===== src/rtl/lrc_pkg.sv =====
package lrc_pkg;

    localparam int unsigned MAX_CHAR_W = 8;

    typedef enum logic [1:0] {
        OP_WRITE = 2'd0,
        OP_READ  = 2'd1,
        OP_MOVE  = 2'd2,
        OP_XMIT  = 2'd3
    } line_op_e;

    typedef struct packed {
        logic     acc;
        logic     clr;
        line_op_e op;
    } cmd_dec_t;

    function automatic cmd_dec_t decode_cmd(input logic valid, input logic [1:0] op_bits,
                                            input logic acc_enable);
        cmd_dec_t d;
        d.op  = line_op_e'(op_bits);
        d.acc = valid && acc_enable && (d.op == OP_WRITE || d.op == OP_READ);
        d.clr = valid && (d.op == OP_MOVE);
        return d;
    endfunction

endpackage


===== src/rtl/lrc_bank.sv =====
module lrc_bank #(
    parameter int unsigned NUM_LINES = 64,
    parameter int unsigned CHAR_W    = 8,
    localparam int unsigned LINE_W   = (NUM_LINES > 1) ? $clog2(NUM_LINES) : 1
) (
    input  logic              clk,
    input  logic              rst,
    input  logic              acc,
    input  logic              clr,
    input  logic [LINE_W-1:0] sel_line,
    input  logic [CHAR_W-1:0] acc_char,
    output logic [CHAR_W-1:0] cur_lrc
);

    logic [CHAR_W-1:0] lrc_arr [NUM_LINES];

    for (genvar g = 0; g < NUM_LINES; g++) begin : g_line
        logic              hit;
        logic [CHAR_W-1:0] acc_q;

        assign hit = (sel_line == LINE_W'(g));

        always_ff @(posedge clk) begin
            if (rst) begin
                acc_q <= '0;
            end else if (clr && hit) begin
                acc_q <= '0;
            end else if (acc && hit) begin
                acc_q <= acc_q ^ acc_char;
            end
        end

        assign lrc_arr[g] = acc_q;
    end

    assign cur_lrc = lrc_arr[sel_line];

endmodule


===== src/rtl/tx_parity_gen.sv =====
module tx_parity_gen #(
    parameter int unsigned CHAR_W = 8
) (
    input  logic              clk,
    input  logic              rst,
    input  logic              load,
    input  logic              par_en,
    input  logic [CHAR_W-1:0] char_in,
    output logic              valid_q,
    output logic [CHAR_W-1:0] char_q
);

    localparam int unsigned LOW_W = CHAR_W - 1;

    logic [LOW_W-1:0]  low_bits;
    logic              indicator;
    logic              par_bit;
    logic [CHAR_W-1:0] shaped;

    always_comb begin
        low_bits  = char_in[LOW_W-1:0];
        indicator = char_in[CHAR_W-1];
        par_bit   = (^low_bits) ^ ~indicator;
        shaped    = par_en ? {par_bit, low_bits} : char_in;
    end

    always_ff @(posedge clk) begin
        if (rst) begin
            valid_q <= 1'b0;
            char_q  <= '0;
        end else begin
            valid_q <= load;
            if (load) begin
                char_q <= shaped;
            end
        end
    end

endmodule


===== src/rtl/rx_parity_chk.sv =====
module rx_parity_chk #(
    parameter int unsigned CHAR_W = 8
) (
    input  logic              clk,
    input  logic              rst,
    input  logic              load,
    input  logic              par_en,
    input  logic [CHAR_W-1:0] char_in,
    output logic              valid_q,
    output logic [CHAR_W-1:0] char_q,
    output logic              even_q
);

    always_ff @(posedge clk) begin
        if (rst) begin
            valid_q <= 1'b0;
            char_q  <= '0;
            even_q  <= 1'b0;
        end else begin
            valid_q <= load;
            if (load) begin
                char_q <= char_in;
                even_q <= par_en & ~(^char_in);
            end
        end
    end

endmodule


===== src/rtl/lrc_parity_unit.sv =====
module lrc_parity_unit #(
    parameter int unsigned NUM_LINES = 64,
    parameter int unsigned CHAR_W    = 8,
    localparam int unsigned LINE_W   = (NUM_LINES > 1) ? $clog2(NUM_LINES) : 1
) (
    input  logic              clk,
    input  logic              rst,
    input  logic              lrc_en,
    input  logic              par_en,
    input  logic              cmd_valid,
    input  logic [1:0]        cmd_op,
    input  logic [LINE_W-1:0] cmd_line,
    input  logic [CHAR_W-1:0] cmd_char,
    output logic              mv_valid,
    output logic [CHAR_W-1:0] mv_char,
    input  logic              tx_load,
    input  logic [CHAR_W-1:0] tx_in,
    output logic              tx_valid,
    output logic [CHAR_W-1:0] tx_char,
    input  logic              rx_load,
    input  logic [CHAR_W-1:0] rx_in,
    output logic              rx_valid,
    output logic [CHAR_W-1:0] rx_char,
    output logic              rx_even
);
    import lrc_pkg::*;

    initial begin
        if (CHAR_W < 2 || CHAR_W > MAX_CHAR_W) $error("CHAR_W out of range");
    end

    cmd_dec_t          dec;
    logic [CHAR_W-1:0] cur_lrc;

    assign dec = decode_cmd(cmd_valid, cmd_op, lrc_en);

    lrc_bank #(.NUM_LINES(NUM_LINES), .CHAR_W(CHAR_W)) i_bank (
        .clk      (clk),
        .rst      (rst),
        .acc      (dec.acc),
        .clr      (dec.clr),
        .sel_line (cmd_line),
        .acc_char (cmd_char),
        .cur_lrc  (cur_lrc)
    );

    always_ff @(posedge clk) begin
        if (rst) begin
            mv_valid <= 1'b0;
            mv_char  <= '0;
        end else begin
            mv_valid <= dec.clr;
            if (dec.clr) begin
                mv_char <= cur_lrc;
            end
        end
    end

    tx_parity_gen #(.CHAR_W(CHAR_W)) i_tx (
        .clk     (clk),
        .rst     (rst),
        .load    (tx_load),
        .par_en  (par_en),
        .char_in (tx_in),
        .valid_q (tx_valid),
        .char_q  (tx_char)
    );

    rx_parity_chk #(.CHAR_W(CHAR_W)) i_rx (
        .clk     (clk),
        .rst     (rst),
        .load    (rx_load),
        .par_en  (par_en),
        .char_in (rx_in),
        .valid_q (rx_valid),
        .char_q  (rx_char),
        .even_q  (rx_even)
    );

endmodule


===== config.mk =====
export PLATFORM = sky130hd
export DESIGN_NAME = lrc_parity_unit
export DESIGN_NICKNAME = d
export VERILOG_FILES = /design/src/rtl/lrc_pkg.sv /design/src/rtl/lrc_bank.sv /design/src/rtl/tx_parity_gen.sv /design/src/rtl/rx_parity_chk.sv /design/src/rtl/lrc_parity_unit.sv
export SDC_FILE = /design/constraint.sdc
export NUM_CORES = 1
export LEC_CHECK = 0
export ABC_AREA = 0
export BUFFER_PORTS_ARGS = -buffer_cell sky130_fd_sc_hd__buf_4
export CORE_MARGIN = 3
export CORE_UTILIZATION = 57
export CTS_BUF_LIST = sky130_fd_sc_hd__clkbuf_8
export CTS_CLUSTER_SIZE = 25
export DETAILED_ROUTE_END_ITERATION = 7
export GPL_TIMING_DRIVEN = 0
export PLACE_DENSITY_LB_ADDON = 0.08
export SLEW_MARGIN = 25
export SYNTH_ARGS = -nofsm -noshare
export SYNTH_HDL_FRONTEND = slang
export SYNTH_SLANG_ARGS = --single-unit
export TNS_END_PERCENT = 10

===== constraint.sdc =====
create_clock -name clk -period 2.2 [get_ports clk]
set_clock_uncertainty 0.2 [all_clocks]
set_input_delay 0.33 -clock clk [delete_from_list [all_inputs] [get_ports clk]]
set_output_delay 0.33 -clock clk [all_outputs]
set_load 0.03 [all_outputs]

==> metrics.log <==
INFO  metric drc = 0
INFO  metric outcome = finished, violations left
INFO  metric cell_count_after_synthesis = 2,819
INFO  metric number_of_vias_per_cell_after_detailed_routing = 5.91
INFO  metric crit_slowest_cell = sky130_fd_sc_hd__nor3_2
INFO  metric finalWeightedCongestion = 1.05
INFO  metric p_per_area = 713 nW/µm²
INFO  metric design.die.area = 48,500 µm²
INFO  metric type_of_the_tightest_min_delay_check = input pin to flip-flop
INFO  metric io_buffers = 54
INFO  metric vias = 21,700
INFO  metric postLayoutCoreUtil = 67.2%
INFO  metric worst_setup_slack_final = -0.217 ns
INFO  metric clock_root_cell = sky130_fd_sc_hd__clkbuf_8
INFO  metric slew_violations = 0
INFO  metric max-cap-violations = 0
INFO  metric number_of_antenna_violations_at_the_first_check_in_global_routing = 1
INFO  metric cp_data_required_time = 2.55 ns
INFO  metric worstPathArrival = 2.77 ns
INFO  metric rows = 77
INFO  metric htree_levels = 3
INFO  metric worst-slew-pin-transition = 1.15 ns
INFO  metric floorplan.die.height = 220 µm
INFO  metric period_share = 110%
INFO  metric critPathCaptureType = flip-flop
INFO  metric sequential_area_share_after_synthesis = 41.3%
INFO  metric failed_checks = setup timing
INFO  metric vias_in_the_first_global_route = 21,900
INFO  metric synth_top_flop_cell = sky130_fd_sc_hd__dfxtp_1
INFO  metric number_of_flops_mapped_to_enable_cells_by_yosys = 0
INFO  metric first_pass_iters = 8
INFO  metric ys_async_sr_fraction = 0%
INFO  metric cp_max_fo = 10
INFO  metric drive_gt1_share = 16.0%
INFO  metric largest_net_degree_at_the_start_of_global_routing = 12
INFO  metric cellLeakagePower = 12.2 nW
INFO  metric crit_path_start_kind = input pin
INFO  metric synth_to_final_area_change = 15.1%
INFO  metric number_of_buffers_added_by_the_clock_tree_synthesis_step = 92
INFO  metric synth_largest_type_area_fraction = 41.3%
INFO  metric synth.lib_cells_used.distinct = 54
INFO  metric fp.coreArea = 44,800 µm²
INFO  metric final_antenna_net_count = 0
INFO  metric dp.final_hpwl = 62,600 µm
INFO  metric wire_length_of_the_first_global_routing_pass = 132,000 µm
INFO  metric dp_worst_setup_slack = -1.15 ns
INFO  metric synth.top_cells.by_area = sky130_fd_sc_hd__dfxtp_1, sky130_fd_sc_hd__xor2_1, sky130_fd_sc_hd__nor2_1
INFO  metric cts_tree = done
INFO  metric worst_path_cell_chain = buf_4 -> buf_6 -> buf_6 -> nand4bb_1 -> nor3_2 -> nand2_1 -> xor2_1 -> nor2_1
INFO  metric floorplan.initialDensity = 58.4%
INFO  metric clock_tree.buffer_depth = 3
INFO  metric max-slew-margin-rel = 23.0%
INFO  metric finalWorstPathRequiredPeriod = 2.42 ns
INFO  metric synth_largest_area_cell = sky130_fd_sc_hd__dfxtp_1
INFO  metric most_common_cell_on_crit_path = sky130_fd_sc_hd__buf_6
INFO  metric hold_viol = 0
INFO  metric max_stage_delay = 0.81 ns
INFO  metric unrepaired_setup_endpoints_after_global_routing = yes
INFO  metric yosys.cell_count.top_type = sky130_fd_sc_hd__nor2_1
INFO  metric synth.net_count = 2,858
INFO  metric syn_avg_cell_area = 9.28 µm²
INFO  metric insertion_delay = 0.70 ns
INFO  metric instances_no_fill = 3,662
INFO  metric wire_per_inst = 24.3 µm
INFO  metric drt_iter0_markers = 2,422
INFO  metric synthTopCellsByCount = sky130_fd_sc_hd__nor2_1, sky130_fd_sc_hd__dfxtp_1, sky130_fd_sc_hd__nand2_1
INFO  metric num_io_pins = 67
INFO  metric netlist_area = 26,100 µm²
INFO  metric vdd.ir_drop.worst = 583 µV
INFO  metric globalRouteOverflowTotal = 0
INFO  metric path_clk_slew = 0.07 ns
INFO  metric setup_total_negative_slack = -6.03 ns
INFO  metric setup.worst_path.class = input pin to flip-flop
INFO  metric fmax = 414 MHz
INFO  metric gr-usage-all-layers = 36.8%
INFO  metric cts.sink_count = 540
INFO  metric yosysWarnings = 0
INFO  metric drt-total-wl = 89,200 µm
INFO  metric ys_seq_elements = 540
INFO  metric dp.cells = 3,465
INFO  metric setup-violations-final = 154
INFO  metric die_x = 220 µm
INFO  metric final_net_count = 3,043
## path summary, 6_finish.rpt
| kind | cells past startpoint | endpoint | startpoint | slack (ns) |
|---|---|---|---|---|
| max | 8 | i_bank.g_line[21].acc_q[2] | cmd_line[3] | -0.22 |
| min | 4 | i_bank.g_line[55].acc_q[2] | cmd_char[2] | 0.07 |
| min reg2reg | 2 | i_bank.g_line[48].acc_q[7] | i_bank.g_line[48].acc_q[7] | 0.30 |
| max reg2reg | 5 | mv_char[2] | i_bank.g_line[35].acc_q[2] | -0.06 |
## area by class of cell
type / instances / area (µm²)
Sequential cell: 540 / 10800
Fill cell: 3590 / 14700
Inverter: 1 / 3.75
Clock inverter: 34 / 277
Buffer: 148 / 923
Timing Repair Buffer: 91 / 798
Clock buffer: 123 / 1690
Multi-Input combinational cell: 2130 / 14900
Antenna cell: 3 / 7.51
Tap cell: 592 / 741
## critical path, delay by kind of cell
kind,cells,cell delay (ns)
XOR/XNOR,1,0.18
buffers and inverters,3,0.55
AND/OR/NAND/NOR,4,1.68
## repair_timing
action	in CTS	in global routing
hold buffers	31	0
gates resized for setup	43	48
buffers inserted	2	4
endpoints found under the hold margin	30	0
setup endpoints to repair	322	341
pin swaps	1	5
## through the flow
stage / total power, mW / instance area, µm² / hold WS, ns
after detailed placement: 11.7 / 27400 / 0.284
final: 21.5 / 30100 / 0.0705
after floorplan: 11.0 / 26200 / 0.271
after global routing: 22.0 / 30100 / 0.0541
after CTS: 21.4 / 29800 / 0.0145
after global placement: 11.7 / 27300 / 0.260
## where the power goes
part           internal (mW)  switching [mW]  total [mW]  leakage [nW]
clock                   5.54            4.23        9.77          1.09
combinational          0.543            1.31        1.85          6.80
sequential              9.82          0.0270        9.85          4.35
total                   15.9            5.57        21.5          12.2
## flip-flops by register name, indices dropped and copies added, names as in the netlist
register             flops
mv_char                  8
i_tx.valid_q             1
i_rx.valid_q             1
i_bank.g_line.acc_q    512
i_rx.even_q              1
i_tx.char_q              8
mv_valid                 1
i_rx.char_q              8
## metal layers
metal / GRT usage [%] / vias up / part of all wire [%] / wire [µm]
met1: 48.6 / 10600 / 40 / 36000
met4: 18.1 / 0 / 4.9 / 4380
met5: 0 / - / 0 / 0
met2: 56.1 / 1167 / 44 / 39500
li1: - / 9627 / - / -
met3: 9.67 / 243 / 10 / 9320
## cells in the final DEF (no fill, tap or decap), types with 46 or more instances in the layout
master / instances
sky130_fd_sc_hd__nor2_1: 557
sky130_fd_sc_hd__xor2_1: 514
sky130_fd_sc_hd__nand2_1: 526
sky130_fd_sc_hd__mux4_2: 62
sky130_fd_sc_hd__buf_4: 82
sky130_fd_sc_hd__dfxtp_1: 540
sky130_fd_sc_hd__buf_2: 47
sky130_fd_sc_hd__nor3_4: 46
sky130_fd_sc_hd__a22oi_1: 51
sky130_fd_sc_hd__mux2i_1: 130
sky130_fd_sc_hd__clkbuf_8: 123
## cells by family (layout without fill, tap and decap cells)
| kind of cell | Yosys count | in the layout | synth area share (%) |
|---|---|---|---|
| multiplexers | 220 | 220 | 12.6 |
| buffers and inverters | 149 | 397 | 3.41 |
| flip-flops | 540 | 540 | 41.3 |
| other | 0 | 3 | 0 |
| AND/OR/NAND/NOR | 1231 | 1231 | 20.6 |
| AO/OA/AOI/OAI | 155 | 155 | 4.42 |
| XOR/XNOR | 524 | 524 | 17.7 |
Note: power is estimated with default switching activity, not from simulation.
